--- src/rtl/i2c_rb_pkg.sv ---
package i2c_rb_pkg;
  typedef enum logic [3:0] {
    ST_IDLE,
    ST_DEV,
    ST_DACK,
    ST_SUB,
    ST_SACK,
    ST_WDAT,
    ST_WACK,
    ST_RDAT,
    ST_RACK
  } rb_state_e;
endpackage

--- src/rtl/i2c_line_sync.sv ---
module i2c_line_sync #(
  parameter int STAGES = 2
) (
  input  logic clk_i,
  input  logic rst_ni,
  input  logic line_i,
  output logic level_o,
  output logic rise_o,
  output logic fall_o
);
  logic [STAGES-1:0] sq;
  logic              prev;

  // idle bus level is high
  always_ff @(posedge clk_i or negedge rst_ni) begin
    if (!rst_ni) begin
      sq   <= '1;
      prev <= 1'b1;
    end else begin
      sq   <= {sq[STAGES-2:0], line_i};
      prev <= sq[STAGES-1];
    end
  end

  assign level_o = sq[STAGES-1];
  assign rise_o  = sq[STAGES-1] & ~prev;
  assign fall_o  = ~sq[STAGES-1] & prev;
endmodule

--- src/rtl/i2c_rb_regs.sv ---
module i2c_rb_regs #(
  parameter int NREGS = 8,
  parameter int DW    = 8,
  localparam int AW   = $clog2(NREGS)
) (
  input  logic          clk_i,
  input  logic          rst_ni,
  input  logic          bus_we_i,
  input  logic [AW-1:0] bus_idx_i,
  input  logic [DW-1:0] bus_wdata_i,
  output logic [DW-1:0] bus_rdata_o,
  input  logic          host_we_i,
  input  logic [AW-1:0] host_idx_i,
  input  logic [DW-1:0] host_wdata_i,
  output logic [DW-1:0] host_rdata_o
);
  logic [DW-1:0] mem [NREGS];

  for (genvar gr = 0; gr < NREGS; gr++) begin : g_reg
    always_ff @(posedge clk_i or negedge rst_ni) begin
      if (!rst_ni) begin
        mem[gr] <= '0;
      end else if (bus_we_i && bus_idx_i == AW'(gr)) begin
        mem[gr] <= bus_wdata_i;
      end else if (host_we_i && host_idx_i == AW'(gr)) begin
        mem[gr] <= host_wdata_i;
      end
    end
  end

  assign bus_rdata_o  = mem[bus_idx_i];
  assign host_rdata_o = mem[host_idx_i];


  host_wr_chk: assert property (@(posedge clk_i) disable iff (!rst_ni)
    (host_we_i && !bus_we_i) |=>
      (host_idx_i != $past(host_idx_i)) || (host_rdata_o == $past(host_wdata_i)));
endmodule

--- src/rtl/i2c_rb_ctrl.sv ---
module i2c_rb_ctrl
  import i2c_rb_pkg::*;
#(
  parameter int           NREGS     = 8,
  parameter int           DW        = 8,
  parameter logic [6:0]   ADDR_BASE = 7'b100_0000,
  parameter int           STRAP_POS = 5,
  localparam int          AW        = $clog2(NREGS)
) (
  input  logic          clk_i,
  input  logic          rst_ni,
  input  logic          strap_i,
  input  logic          scl_lvl_i,
  input  logic          scl_rise_i,
  input  logic          scl_fall_i,
  input  logic          sda_lvl_i,
  input  logic          sda_rise_i,
  input  logic          sda_fall_i,
  input  logic [DW-1:0] rdata_i,
  output logic          we_o,
  output logic [AW-1:0] idx_o,
  output logic [DW-1:0] wdata_o,
  output logic          sda_oe_o
);
  localparam int            CW       = $clog2(DW + 1);
  localparam logic [CW-1:0] CNT_FULL = CW'(DW);
  localparam logic [CW-1:0] CNT_LAST = CW'(DW - 1);
  localparam logic [AW-1:0] TOP      = AW'(NREGS - 1);
  localparam logic [DW-1:0] NREGS_W  = DW'(NREGS);

  rb_state_e     st;
  logic [CW-1:0] bitcnt;
  logic [DW-1:0] sh;
  logic [DW-1:0] tx;
  logic [AW-1:0] ptr;
  logic          rw;
  logic          ack_ok;

  logic          start_ev, stop_ev, rx_done;
  logic [AW-1:0] ptr_nxt;
  logic [6:0]    dev_addr;

  assign start_ev = sda_fall_i & scl_lvl_i;
  assign stop_ev  = sda_rise_i & scl_lvl_i;
  assign rx_done  = scl_fall_i && (bitcnt == CNT_FULL);
  assign ptr_nxt  = (ptr == TOP) ? ptr : ptr + AW'(1);
  assign dev_addr = ADDR_BASE | (7'(strap_i) << STRAP_POS);

  assign we_o    = (st == ST_WDAT) && rx_done && !start_ev && !stop_ev;
  assign wdata_o = sh;
  // read path looks one register ahead while waiting on the master ack
  assign idx_o   = (st == ST_RACK) ? ptr_nxt : ptr;

  always_ff @(posedge clk_i or negedge rst_ni) begin
    if (!rst_ni) begin
      st       <= ST_IDLE;
      bitcnt   <= '0;
      sh       <= '0;
      tx       <= '0;
      ptr      <= '0;
      rw       <= 1'b0;
      ack_ok   <= 1'b0;
      sda_oe_o <= 1'b0;
    end else if (stop_ev) begin
      st       <= ST_IDLE;
      sda_oe_o <= 1'b0;
    end else if (start_ev) begin
      st       <= ST_DEV;
      bitcnt   <= '0;
      sda_oe_o <= 1'b0;
    end else begin
      unique case (st)
        ST_IDLE: ;
        ST_DEV, ST_SUB, ST_WDAT: begin
          if (scl_rise_i && bitcnt != CNT_FULL) begin
            sh     <= {sh[DW-2:0], sda_lvl_i};
            bitcnt <= bitcnt + CW'(1);
          end else if (rx_done) begin
            bitcnt <= '0;
            if (st == ST_DEV) begin
              if (sh[7:1] == dev_addr) begin
                rw       <= sh[0];
                sda_oe_o <= 1'b1;
                st       <= ST_DACK;
              end else begin
                st <= ST_IDLE;
              end
            end else if (st == ST_SUB) begin
              if (sh < NREGS_W) begin
                ptr      <= sh[AW-1:0];
                sda_oe_o <= 1'b1;
                st       <= ST_SACK;
              end else begin
                st <= ST_IDLE;
              end
            end else begin
              ptr      <= ptr_nxt;
              sda_oe_o <= 1'b1;
              st       <= ST_WACK;
            end
          end
        end
        ST_DACK: begin
          if (scl_fall_i) begin
            if (rw) begin
              tx       <= rdata_i;
              sda_oe_o <= ~rdata_i[DW-1];
              bitcnt   <= '0;
              st       <= ST_RDAT;
            end else begin
              sda_oe_o <= 1'b0;
              st       <= ST_SUB;
            end
          end
        end
        ST_SACK, ST_WACK: begin
          if (scl_fall_i) begin
            sda_oe_o <= 1'b0;
            st       <= ST_WDAT;
          end
        end
        ST_RDAT: begin
          if (scl_fall_i) begin
            if (bitcnt == CNT_LAST) begin
              sda_oe_o <= 1'b0;
              st       <= ST_RACK;
            end else begin
              tx       <= {tx[DW-2:0], 1'b0};
              sda_oe_o <= ~tx[DW-2];
              bitcnt   <= bitcnt + CW'(1);
            end
          end
        end
        ST_RACK: begin
          if (scl_rise_i) begin
            ack_ok <= ~sda_lvl_i;
          end else if (scl_fall_i) begin
            if (ack_ok) begin
              ptr      <= ptr_nxt;
              tx       <= rdata_i;
              sda_oe_o <= ~rdata_i[DW-1];
              bitcnt   <= '0;
              st       <= ST_RDAT;
            end else begin
              st <= ST_IDLE;
            end
          end
        end
        default: begin
          st       <= ST_IDLE;
          sda_oe_o <= 1'b0;
        end
      endcase
    end
  end


  stop_idle_chk: assert property (@(posedge clk_i) disable iff (!rst_ni)
    stop_ev |=> (st == ST_IDLE && !sda_oe_o));


  start_addr_chk: assert property (@(posedge clk_i) disable iff (!rst_ni)
    start_ev |=> (st == ST_DEV && bitcnt == '0));


  addr_ack_chk: assert property (@(posedge clk_i) disable iff (!rst_ni)
    (st == ST_DEV && rx_done && !start_ev && !stop_ev && sh[7:1] == dev_addr) |=> sda_oe_o);


  bad_sub_chk: assert property (@(posedge clk_i) disable iff (!rst_ni)
    (st == ST_SUB && rx_done && !start_ev && !stop_ev && sh >= NREGS_W) |=>
      (st == ST_IDLE && !sda_oe_o));


  nack_idle_chk: assert property (@(posedge clk_i) disable iff (!rst_ni)
    (st == ST_RACK && scl_fall_i && !scl_rise_i && !ack_ok && !start_ev && !stop_ev) |=>
      (st == ST_IDLE));


  idle_release_chk: assert property (@(posedge clk_i) disable iff (!rst_ni)
    (st == ST_IDLE) |-> !sda_oe_o);


  oe_scl_low_chk: assert property (@(posedge clk_i) disable iff (!rst_ni)
    $rose(sda_oe_o) |-> !$past(scl_lvl_i));
endmodule

--- src/rtl/i2c_regbank_slave.sv ---
module i2c_regbank_slave #(
  parameter int         NREGS       = 8,
  parameter int         DW          = 8,
  parameter int         SYNC_STAGES = 2,
  parameter logic [6:0] ADDR_BASE   = 7'b100_0000,
  parameter int         STRAP_POS   = 5
) (
  input  logic                     clk_i,
  input  logic                     rst_ni,
  input  logic                     scl_i,
  input  logic                     sda_i,
  output logic                     sda_oe_o,
  input  logic                     addr_strap_i,
  input  logic [$clog2(NREGS)-1:0] host_idx_i,
  input  logic                     host_we_i,
  input  logic [DW-1:0]            host_wdata_i,
  output logic [DW-1:0]            host_rdata_o
);
  localparam int AW = $clog2(NREGS);

  logic [1:0] raw_w, lvl_w, rise_w, fall_w;
  assign raw_w = {sda_i, scl_i};

  for (genvar gi = 0; gi < 2; gi++) begin : g_line
    i2c_line_sync #(.STAGES(SYNC_STAGES)) u_sync (
      .clk_i  (clk_i),
      .rst_ni (rst_ni),
      .line_i (raw_w[gi]),
      .level_o(lvl_w[gi]),
      .rise_o (rise_w[gi]),
      .fall_o (fall_w[gi])
    );
  end

  logic          bus_we;
  logic [AW-1:0] bus_idx;
  logic [DW-1:0] bus_wdata, bus_rdata;

  i2c_rb_ctrl #(
    .NREGS    (NREGS),
    .DW       (DW),
    .ADDR_BASE(ADDR_BASE),
    .STRAP_POS(STRAP_POS)
  ) u_ctrl (
    .clk_i     (clk_i),
    .rst_ni    (rst_ni),
    .strap_i   (addr_strap_i),
    .scl_lvl_i (lvl_w[0]),
    .scl_rise_i(rise_w[0]),
    .scl_fall_i(fall_w[0]),
    .sda_lvl_i (lvl_w[1]),
    .sda_rise_i(rise_w[1]),
    .sda_fall_i(fall_w[1]),
    .rdata_i   (bus_rdata),
    .we_o      (bus_we),
    .idx_o     (bus_idx),
    .wdata_o   (bus_wdata),
    .sda_oe_o  (sda_oe_o)
  );

  i2c_rb_regs #(
    .NREGS(NREGS),
    .DW   (DW)
  ) u_regs (
    .clk_i       (clk_i),
    .rst_ni      (rst_ni),
    .bus_we_i    (bus_we),
    .bus_idx_i   (bus_idx),
    .bus_wdata_i (bus_wdata),
    .bus_rdata_o (bus_rdata),
    .host_we_i   (host_we_i),
    .host_idx_i  (host_idx_i),
    .host_wdata_i(host_wdata_i),
    .host_rdata_o(host_rdata_o)
  );
endmodule

--- config.mk ---
export PLATFORM = sky130hd
export DESIGN_NAME = i2c_regbank_slave
export DESIGN_NICKNAME = d
export VERILOG_FILES = /design/src/rtl/i2c_rb_pkg.sv /design/src/rtl/i2c_line_sync.sv /design/src/rtl/i2c_rb_regs.sv /design/src/rtl/i2c_rb_ctrl.sv /design/src/rtl/i2c_regbank_slave.sv
export SDC_FILE = /design/constraint.sdc
export NUM_CORES = 1
export LEC_CHECK = 0
export ABC_AREA = 0
export BUFFER_PORTS_ARGS = -buffer_cell sky130_fd_sc_hd__buf_4
export CAP_MARGIN = 40
export CORE_MARGIN = 1.5
export CORE_UTILIZATION = 56
export DETAILED_ROUTE_END_ITERATION = 10
export PLACE_DENSITY = 0.84
export SYNTH_ARGS = -nofsm -noshare
export SYNTH_HDL_FRONTEND = slang
export SYNTH_HIERARCHICAL = 1
export SYNTH_SLANG_ARGS = --single-unit
--- constraint.sdc ---
create_clock -name clk_i -period 9.13 [get_ports clk_i]
set_clock_uncertainty 0.15 [all_clocks]
set_input_delay 0.4565 -clock clk_i [delete_from_list [all_inputs] [get_ports clk_i]]
set_output_delay 0.4565 -clock clk_i [all_outputs]
set_load 0.02 [all_outputs]
==> run_results.csv, run 1 <==
group,metric,value,unit
synthesis,synth_fp_nets,595,
sta,report.final.slew_viol_count,0,
worst_setup_path,slowest_delay,0.84,ns
worst_setup_path,slowest_stage,"nand4_1",
detailed_routing,viasPerCell,6.624,
clock_tree,clkTransAtPathRegs,0.10,ns
floorplanning,die_h,108.0,um
global_route,grt_use_total,27.85,%
synthesis,syn_inst,575,
global_route,grt_pass1_wl,24500,um
place,dp_hpwl,10190,um
clock_tree,cts_made_buffers,9,
sta,period_share,38.23,%
sta,setup_viol_count_final,0,
cells_and_area,drive_gt1_share,23.91,%
pwr,power,1.722,mW
synthesis,yosysSeqAreaShare,40.28,%
clock_tree,cts_htree_levels,3,
clock_tree,clock_path_buffers,2,
worst_setup_path,worst_setup_path_end_kind,"flop",
floorplanning,initial_core_util,57.16,%
pwr,leakagePower,2.769,nW
place,place.gp.congestion,0.9031,
detailed_routing,drt_iter0_drc,519,
clock_tree,cts_tree,"built",
sta,period_minus_slack,3.490,ns
global_route,grt_max_degree,64,
synthesis,synthAdderAreaFrac,0.6084,%
floorplanning,rows,38,
detailed_routing,first_pass_iters,5,
synthesis,synth_edf_count,0,
sta,max_freq,286.5,MHz
cells_and_area,nNetsFinal,588,
pwr,peakVddDrop,0.0001516,V
sta,relSlewSlack,39.64,%
synthesis,synth_compound_area_share,11.05,%
sta,worstMarginPinSlew,0.9006,ns
synthesis,synthMuxAreaShare,28.55,%
global_route,grt_overflow,0,
status,status,"finished clean",
run,drv_cap,0,
place,port_buffers,25,
global_route,antenna_found_initial,0,
detailed_routing,wl_per_cell,21.22,um
clock_tree,cts_root_buf,"clkbuf_8",
sta,rsz0062_at_grt,"false",
detailed_routing,route.detailed.drc,0,
synthesis,netlist-cell-type-count,66,
floorplanning,fp.dieW,108.0,um
synthesis,ys_warn_count,6,
synthesis,synth_top_family_by_area,"multiplexers",
detailed_routing,routed_wl,15130,um
synthesis,avgSynthCellArea,10.73,um^2
worst_setup_path,path_max_fanout,24,
worst_hold_path,hp-class,"input pin to flop",
synthesis,ys_ff_latch,99,
worst_setup_path,worstPathRequired,9.22,ns
detailed_routing,vias,4723,
synthesis,synthFlopType,"dfrtp_1",
worst_setup_path,cp.arrival,3.58,ns
synthesis,synth_area,6170,um^2
worst_setup_path,critPathLaunchType,"flop",
floorplanning,die_area,11660,um^2
detailed_routing,ant_nets,0,
global_route,grt_pass1_vias,4672,
cells_and_area,area.growth.synth_to_final,6.469,%
clock_tree,cts_num_sinks,99,
floorplanning,core,10790,um^2
sta,hold_viol,0,
floorplanning,io_pins,26,
synthesis,synthSimpleGateAreaFrac,14.68,%
cells_and_area,antenna_cells,0,
worst_setup_path,crit_chain,"nor4b_4 -> nand2_1 -> mux2_2 -> nand4_1 -> nor2_1 -> a21oi_1",
sta,final.setup.tns,0,ns
worst_setup_path,timing_worst_setup_path_type,"flop to flop",
synthesis,synth_xor_area_share,0.4259,%
clock_tree,clock_latency,0.38,ns
synthesis,synth-async-reset-ratio,100.0,%
pwr,power.density,262.1,nW/um^2
==> critical path: cells and delay by family, from the launching register on <==
kind            cells  cell delay (ns)
simple gates        4             1.88
flops               1             0.59
mux                 1             0.65
compound gates      1             0.07
==> synthesized netlist by cell type, types with 2 or more instances <==
library cell / n / area [um^2]
mux2i_1: 68 / 680.7
a22oi_1: 2 / 15.01
nand3b_1: 3 / 22.52
ha_1: 3 / 37.54
buf_2: 14 / 70.07
a21oi_1: 41 / 205.2
nand3_1: 10 / 50.05
mux4_2: 32 / 720.7
nor2b_1: 4 / 25.02
o21ai_1: 2 / 10.01
xnor2_1: 3 / 26.28
buf_6: 2 / 22.52
dfstp_2: 6 / 157.7
o211ai_1: 2 / 15.01
nand4_1: 3 / 18.77
dfrtp_1: 93 / 2327
nand4b_1: 6 / 52.55
mux2_2: 31 / 349.1
and2b_2: 2 / 17.52
and2_1: 2 / 12.51
clkbuf_2: 2 / 10.01
buf_1: 8 / 30.03
nor3b_1: 2 / 15.01
nand2b_1: 5 / 31.28
a31oi_1: 2 / 12.51
and4bb_2: 5 / 62.56
buf_4: 8 / 60.06
a2bb2oi_1: 2 / 17.52
nand2_1: 68 / 255.2
nor4b_2: 2 / 30.03
clkbuf_1: 16 / 60.06
o22ai_1: 2 / 12.51
o21ai_0: 37 / 185.2
inv_1: 5 / 18.77
a211o_1: 2 / 17.52
nor3_1: 3 / 15.01
o22a_1: 3 / 26.28
nor2_1: 45 / 168.9
a21o_1: 2 / 15.01
==> registers in the layout (all words and copies together), names as in the netlist <==
name                cells
u_ctrl/ptr              3
u_ctrl/tx               7
u_ctrl/bitcnt           4
u_ctrl/rw               1
g_line.u_sync/sq        4
u_ctrl/sda_oe_o         1
u_ctrl/st               4
u_regs/mem             64
u_ctrl/wdata_o          8
g_line.u_sync/prev      2
u_ctrl/ack_ok           1
==> stage by stage <==
step                      hold WS (ns)  instances  setup WS, ns  cell area (um^2)  util (%)
after floorplan                0.01091        575         6.060              6170         -
after global placement          0.1965        694         5.844              6324     58.59
after detailed placement        0.2020        696         5.715              6359     58.91
after CTS                      0.01272        713         5.696              6569     60.86
after global routing          0.002531        713         5.420              6569     60.86
final                          0.03500        713         5.640              6569     60.86
==> path summary, 6_finish.rpt <==
check	startpoint	endpoint	slack, ns	cells after the start
worst min-delay path	sda_i	g_line[1].u_sync/sq[0]$_DFF_PN1_	0.04	1
worst max-delay path	u_ctrl/st[2]$_DFFE_PN0P_	u_regs/mem[6]$_DFFE_PN0P_	5.64	6
min in group asynchronous	rst_ni	u_ctrl/tx[1]$_DFFE_PN0P_	0.39	2
max in group asynchronous	rst_ni	u_ctrl/wdata_o[6]$_DFFE_PN0P_	7.55	4
worst min register to register	g_line[1].u_sync/sq[0]$_DFF_PN1_	g_line[1].u_sync/sq[1]$_DFF_PN1_	0.21	0
worst max register to register	u_ctrl/st[2]$_DFFE_PN0P_	u_regs/mem[6]$_DFFE_PN0P_	5.64	6
==> where the power goes <==
part | internal [mW] | switching, mW | leakage [nW] | total (mW)
logic | 0.363 | 0.340 | 1.51 | 0.703
clock network | 0.135 | 0.158 | 0.107 | 0.293
registers | 0.558 | 0.169 | 1.15 | 0.726
==> what timing repair did <==
action	CTS	global route
hold buffers	1	0
gates resized for setup	0	0
setup buffers	0	0
endpoints found under the hold margin	24	0
==> final cells by class <==
| class | count | area [um^2] |
|---|---|---|
| clock buffer | 10 | 137.6 |
| sequential | 99 | 2485 |
| inverter | 5 | 18.77 |
| timing repair buffer | 32 | 262.8 |
| clock inverter | 6 | 62.56 |
| tap | 140 | 175.2 |
| multi-input combinational | 421 | 3427 |
| fill | 842 | 4224 |
==> placed cells by master, fill, tap and decap left out, types with 4 or more instances in the layout <==
cell type  instances
clkbuf_8          10
inv_1              5
nand2_1           68
a21oi_1           41
nand3_1           10
dfstp_2            6
buf_4             30
o21ai_0           37
and4bb_2           5
mux4_2            32
nand4b_1           6
mux2_2            31
nor2b_1            4
mux2i_1           68
nor2_1            45
nand2b_1           5
dfrtp_1           93
==> logic make-up (layout without fill, tap and decap cells) <==
group | after synthesis | count (layout)
simple gates | 171 | 171
fa+ha+maj | 3 | 3
buf+inv | 55 | 53
xor+xnor | 3 | 3
mux | 132 | 132
flops | 99 | 99
compound gates | 112 | 112
==> layer usage <==
layer / GRT usage [%] / wire [um] / vias up
met3: 7.173 / 1131 / 45
li1: - / - / 2088
met2: 43.54 / 7152 / 213
met4: 12.69 / 538 / 0
met5: 0 / 0 / -
met1: 36.70 / 6310 / 2377
Power figures use the tool's default switching activity.
==> run 2: changes to the inputs <==
==> constraint.sdc (replaced) <==
create_clock -name clk_i -period 3.3 [get_ports clk_i]
set_clock_uncertainty 0.15 [all_clocks]
set_input_delay 0.165 -clock clk_i [delete_from_list [all_inputs] [get_ports clk_i]]
set_output_delay 0.165 -clock clk_i [all_outputs]
set_load 0.02 [all_outputs]
==> run_results.csv, run 2 (synthesis results as in run 1) <==
group,metric,value,unit
status,status,"finished clean",
sta,hold_viol,0,
clock_tree,cts_htree_levels,3,
global_route,grt_use_total,29.40,%
sta,worstMarginPinSlew,0.8547,ns
global_route,grt_pass1_vias,4818,
place,dp_hpwl,10770,um
worst_setup_path,worstPathRequired,3.43,ns
worst_hold_path,hp-class,"input pin to flop",
detailed_routing,vias,4868,
worst_setup_path,worst_setup_path_end_kind,"flop",
worst_setup_path,timing_worst_setup_path_type,"flop to flop",
floorplanning,die_h,108.0,um
detailed_routing,first_pass_iters,6,
clock_tree,clock_path_buffers,2,
worst_setup_path,r2r_end,"u_ctrl/tx[1]$_DFFE_PN0P_",
clock_tree,cts_root_buf,"clkbuf_8",
detailed_routing,route.detailed.drc,0,
worst_hold_path,hold_depth,3,
clock_tree,cts_tree,"built",
detailed_routing,routed_wl,16040,um
place,dp.cells,712,
floorplanning,initial_core_util,57.16,%
clock_tree,cts_made_buffers,9,
global_route,grtUsageMet3,6.389,%
detailed_routing,ant_nets,0,
sta,report.final.slew_viol_count,0,
clock_tree,cts_num_sinks,99,
pwr,leakagePower,2.879,nW
worst_setup_path,cp.arrival,3.14,ns
detailed_routing,viasPerCell,6.587,
worst_setup_path,path_max_fanout,22,
global_route,antenna_found_initial,0,
sta,max_freq,332.2,MHz
floorplanning,rows,38,
run,drv_cap,0,
global_route,grt_pass1_wl,25450,um
worst_setup_path,critPathLaunchType,"flop",
place,place.gp.congestion,0.9664,
worst_hold_path,hp-start,"host_wdata_i[6]",
floorplanning,io_pins,26,
cells_and_area,drive_gt1_share,25.38,%
detailed_routing,wl_per_cell,21.70,um
global_route,grtUsageMet2,46.79,%
worst_setup_path,reg2regPathDepth,10,
cells_and_area,largest_register_ffs,64,
place,port_buffers,25,
cells_and_area,mostFrequentLayoutCells,"93 x dfrtp_1, 68 x nand2_1, 68 x mux2i_1, 45 x buf_4, 45 x nor2_1",
cells_and_area,nNetsFinal,614,
floorplanning,fp.dieW,108.0,um
global_route,grt-busiest-layer,"met2",
clock_tree,clock_latency,0.39,ns
sta,period_share,91.23,%
detailed_routing,drt_iter0_drc,479,
global_route,grt_overflow,0,
sta,setup_viol_count_final,0,
cells_and_area,stdcell_count,739,
sta,relSlewSlack,42.72,%
cells_and_area,largest_register,"u_regs/mem",
worst_setup_path,setup.reg_to_reg.worst_slack,0.29,ns
clock_tree,cts_resized,0,
sta,period_minus_slack,3.011,ns
pwr,peakVddDrop,0.0004908,V
floorplanning,core,10790,um^2
cells_and_area,antenna_cells,0,
pwr,power.density,707.4,nW/um^2
floorplanning,die_area,11660,um^2
cells_and_area,area.growth.synth_to_final,10.08,%
sta,final.setup.tns,0,ns
worst_hold_path,hold_end,"u_regs/mem[38]$_DFFE_PN0P_",
global_route,grt_use_met1,37.83,%
clock_tree,clkTransAtPathRegs,0.09,ns
global_route,grt_max_degree,69,
worst_setup_path,r2r_start,"u_ctrl/ptr[0]$_DFFE_PN0P_",
sta,rsz0062_at_grt,"false",
cells_and_area,final_common_cell,"dfrtp_1",
run 2: cell types whose count changed in the layout (fill, tap and decap cells not counted), moves of 2 or more:
cell | before | now
dlygate4sd3_1 | 1 | 11
clkbuf_8 | 10 | 12
clkinv_2 | 3 | 1
inv_6 | 2 | 0
buf_4 | 30 | 45
run 2: worst max-delay path: stages, from the launching register on:
cell and delay, ns:
dfrtp_1 0.45, ha_1 0.27, nand2_1 0.12, nand2_1 0.12, xnor2_2 0.31, buf_12 0.24, mux4_2 0.53, mux2_2 0.28
nand2_1 0.05, o21ai_0 0.09, mux2_2 0.28
run 2: report_power, final:
| group | switching, mW | total [mW] | internal (mW) | leakage (nW) |
|---|---|---|---|---|
| registers | 0.414 | 1.96 | 1.54 | 1.15 |
| clock network | 0.422 | 0.758 | 0.336 | 0.0956 |
| logic | 1.02 | 2.09 | 1.07 | 1.64 |
run 2: layout make-up:
cell class / count / area (um^2)
Sequential cell: 99 / 2485
Tap cell: 140 / 175.2
Timing Repair Buffer: 58 / 495.5
Inverter: 5 / 18.77
Clock inverter: 3 / 21.27
Fill cell: 816 / 4001
Clock buffer: 13 / 168.9
Multi-Input combinational cell: 421 / 3427
run 2: how the worst max path moves through the flow:
stage | from | to | slack [ns] | depth (start not counted)
6_report | u_ctrl/ptr[0]$_DFFE_PN0P_ | u_ctrl/tx[1]$_DFFE_PN0P_ | 0.29 | 10
5_1_grt | u_ctrl/ptr[0]$_DFFE_PN0P_ | u_ctrl/tx[1]$_DFFE_PN0P_ | 0.13 | 10
4_1_cts | u_ctrl/ptr[0]$_DFFE_PN0P_ | u_ctrl/tx[1]$_DFFE_PN0P_ | 0.30 | 10
3_5_place_dp | u_ctrl/ptr[0]$_DFFE_PN0P_ | u_ctrl/tx[1]$_DFFE_PN0P_ | 0.32 | 10
3_3_place_gp | u_ctrl/ptr[0]$_DFFE_PN0P_ | u_ctrl/tx[1]$_DFFE_PN0P_ | 0.44 | 10
2_1_floorplan | u_ctrl/st[2]$_DFFE_PN0P_ | u_ctrl/sda_oe_o$_DFFE_PN0P_ | 0.23 | 11
run 2: layer usage:
| layer | part of all wire, % | vias to the layer above |
|---|---|---|
| li1 | - | 2153 |
| met1 | 40 | 2398 |
| met2 | 48 | 250 |
| met3 | 7.9 | 67 |
| met4 | 4.8 | 0 |
| met5 | 0 | - |
run 2: metrics by stage:
step	power [mW]	hold slack, ns	worst slack, ns	area [um^2]	utilization (%)
after floorplan	3.455	-0.2806	0.2302	6170	-
after global placement	3.880	0.1235	0.4399	6464	59.89
after detailed placement	4.008	-0.1733	0.3185	6491	60.14
after CTS	4.787	0.002771	0.2988	6792	62.93
after global routing	5.061	0.02717	0.1328	6792	62.93
final	4.804	0.01802	0.2894	6792	62.93
run 2: timing repair:
item | CTS | global route
hold buffers | 11 | 0
endpoints found under the hold margin | 97 | 0
buffers inserted | 0 | 0
==> run 3: changes to the inputs <==
--- a/config.mk
+++ b/config.mk
@@ -8,10 +8,12 @@
 export ABC_AREA = 0
 export BUFFER_PORTS_ARGS = -buffer_cell sky130_fd_sc_hd__buf_4
 export CAP_MARGIN = 40
+export CELL_PAD_IN_SITES_DETAIL_PLACEMENT = 2
+export CELL_PAD_IN_SITES_GLOBAL_PLACEMENT = 2
 export CORE_MARGIN = 1.5
-export CORE_UTILIZATION = 56
+export CORE_UTILIZATION = 42
 export DETAILED_ROUTE_END_ITERATION = 10
-export PLACE_DENSITY = 0.84
+export PLACE_DENSITY = 0.92
 export SYNTH_ARGS = -nofsm -noshare
 export SYNTH_HDL_FRONTEND = slang
 export SYNTH_HIERARCHICAL = 1
==> run_results.csv, run 3 (synthesis results as in run 1) <==
group,metric,value,unit
cells_and_area,antenna_cells,0,
floorplanning,die_h,124.2,um
sta,setup_slack,-0.02542,ns
sta,timing.hold.ws,0.02132,ns
floorplanning,io_pins,26,
floorplanning,fp.dieW,124.2,um
worst_setup_path,cp.arrival,3.46,ns
clock_tree,cts_tree,"built",
cells_and_area,multiInputGateArea,3445,um^2
cells_and_area,area.growth.synth_to_final,12.23,%
sta,max_freq,300.7,MHz
sta,period_minus_slack,3.325,ns
sta,period_share,100.8,%
cells_and_area,largest_register,"u_regs/mem",
worst_setup_path,critPathLaunchType,"flop",
cells_and_area,mostFrequentLayoutCells,"92 x dfrtp_1, 68 x mux2i_1, 67 x nand2_1, 46 x buf_4, 45 x nor2_1",
cells_and_area,nNetsFinal,608,
clock_tree,cts_htree_levels,3,
sta,report.final.slew_viol_count,0,
place,dp.cells,756,
detailed_routing,first_pass_iters,5,
worst_setup_path,r2r_end,"u_ctrl/sda_oe_o$_DFFE_PN0P_",
detailed_routing,route.detailed.drc,0,
cells_and_area,layout.area.seq,2486,um^2
sta,hold_viol,0,
place,port_buffers,25,
global_route,grt_max_degree,53,
detailed_routing,viasPerCell,6.799,
status,status,"finished, violations left",
cells_and_area,fillers,1455,
worst_setup_path,reg2regPathDepth,11,
detailed_routing,vias,5283,
worst_setup_path,path_max_fanout,12,
detailed_routing,routed_wl,25460,um
detailed_routing,ant_nets,0,
sta,setup_viol_count_final,1,
worst_setup_path,worstPathRequired,3.43,ns
detailed_routing,wl_per_cell,32.77,um
clock_tree,clock_latency,0.37,ns
pwr,peakVddDrop,0.0005005,V
global_route,grt_pass1_vias,5817,
cells_and_area,stdcell_count,777,
floorplanning,die_area,15430,um^2
cells_and_area,largest_register_ffs,64,
floorplanning,initial_core_util,42.77,%
place,place.gp.congestion,0.8711,
pwr,power.density,821.3,nW/um^2
clock_tree,cts_num_sinks,99,
worst_setup_path,setup.reg_to_reg.worst_slack,-0.03,ns
worst_hold_path,hp-start,"host_wdata_i[1]",
worst_hold_path,hp-class,"input pin to flop",
sta,relSlewSlack,35.48,%
status,violations,"setup timing",
clock_tree,cts_made_buffers,9,
worst_hold_path,hold_depth,3,
detailed_routing,drt_iter0_drc,422,
clock_tree,clkTransAtPathRegs,0.07,ns
clock_tree,cts_root_buf,"clkbuf_16",
run,drv_cap,0,
cells_and_area,drive_gt1_share,26.31,%
global_route,grt_pass1_wl,37070,um
worst_setup_path,r2r_start,"u_ctrl/ptr[0]$_DFFE_PN0P_",
clock_tree,clock_path_buffers,2,
worst_setup_path,crit_chain,"ha_1 -> nand2_1 -> nand2_2 -> xnor2_4 -> buf_12 -> mux4_2 -> mux2_2 -> o21bai_1 -> a31oi_1 -> nand4_1 -> nor3b_1",
pwr,leakagePower,2.918,nW
place,dp_hpwl,15790,um
sta,worstMarginPinSlew,0.9627,ns
global_route,grt_use_total,32.33,%
floorplanning,core,14420,um^2
worst_hold_path,hold_end,"u_regs/mem[25]$_DFFE_PN0P_",
place,pre_cts_ws,0.09947,ns
floorplanning,rows,44,
cells_and_area,final_common_cell,"dfrtp_1",
worst_setup_path,slowest_delay,0.57,ns
worst_setup_path,slowest_stage,"mux4_2",
global_route,grt_overflow,0,
worst_setup_path,worst_setup_path_end_kind,"flop",
worst_setup_path,timing_worst_setup_path_type,"flop to flop",
global_route,antenna_found_initial,0,
-- run 3: changes by cell type in the layout (fill, tap and decap cells not counted), sizes merged --
cell         previous run  this run
clkinvlp                1         0
bufinv                  0         1
dlygate4sd3            11         3
buf                    47        48
inv                     5         6
clkinv                  2         3
clkbuf                 13        12
-- run 3: power breakdown --
| group | switching (mW) | internal, mW |
|---|---|---|
| Combinational | 1.36 | 1.11 |
| Clock | 0.536 | 0.615 |
| Sequential | 0.526 | 1.54 |
-- run 3: stage by stage --
stage	util, %	instance area [um^2]	total power [mW]	setup TNS (ns)
floorplan	-	6170	3.455	0
global placement	45.33	6539	3.953	0
detailed placement	45.33	6539	4.255	0
CTS	47.65	6873	5.484	0
global route	48.00	6924	5.869	-0.08800
finish	48.00	6924	5.687	-0.02542
-- run 3: repair_timing --
| action | 4_1_cts | 5_1_grt |
|---|---|---|
| resized for setup | 0 | 4 |
| hold buffers | 3 | 0 |
| setup endpoints to repair | 0 | 5 |
| endpoints found under the hold margin | 52 | 0 |
| setup buffers | 0 | 1 |
-- run 3: area by class of cell --
class	count	share of cell area [%]
inverter	5	0.2711
multi-input combinational	421	49.75
timing repair buffer	52	6.361
clock inverter	5	0.8854
tap	184	3.325
sequential	99	35.91
clock buffer	11	3.506
-- run 3: routing by layer --
layer	GRT usage [%]	part of all wire, %	vias up
met4	18.12	5.3	0
met1	38.11	38	2749
met3	5.690	6.6	95
li1	-	-	2124
met5	0	0	-
met2	55.69	50	315
-- run 3: worst max-delay path by stage --
stage                                   start                          end  slack, ns  cells after the start
floorplan            u_ctrl/st[2]$_DFFE_PN0P_  u_ctrl/sda_oe_o$_DFFE_PN0P_       0.23                     11
global placement     u_ctrl/st[3]$_DFFE_PN0P_  u_ctrl/sda_oe_o$_DFFE_PN0P_       0.35                      9
detailed placement   u_ctrl/st[3]$_DFFE_PN0P_  u_ctrl/sda_oe_o$_DFFE_PN0P_        0.1                      9
CTS                  u_ctrl/st[3]$_DFFE_PN0P_  u_ctrl/sda_oe_o$_DFFE_PN0P_       0.12                      9
global route        u_ctrl/ptr[0]$_DFFE_PN0P_  u_ctrl/sda_oe_o$_DFFE_PN0P_      -0.09                     11
finish              u_ctrl/ptr[0]$_DFFE_PN0P_  u_ctrl/sda_oe_o$_DFFE_PN0P_      -0.03                     11
-- run 3: worst max-delay path, delay by kind of cell, from the launching register on --
family | cells | cell delay [ns]
muxes | 2 | 0.88
and+or+nand+nor | 4 | 0.60
DFF | 1 | 0.49
adders and majority gates | 1 | 0.34
xor gates and xnor gates | 1 | 0.28
AOI/OAI and AO/OA | 2 | 0.27
buffers and inverters | 1 | 0.22
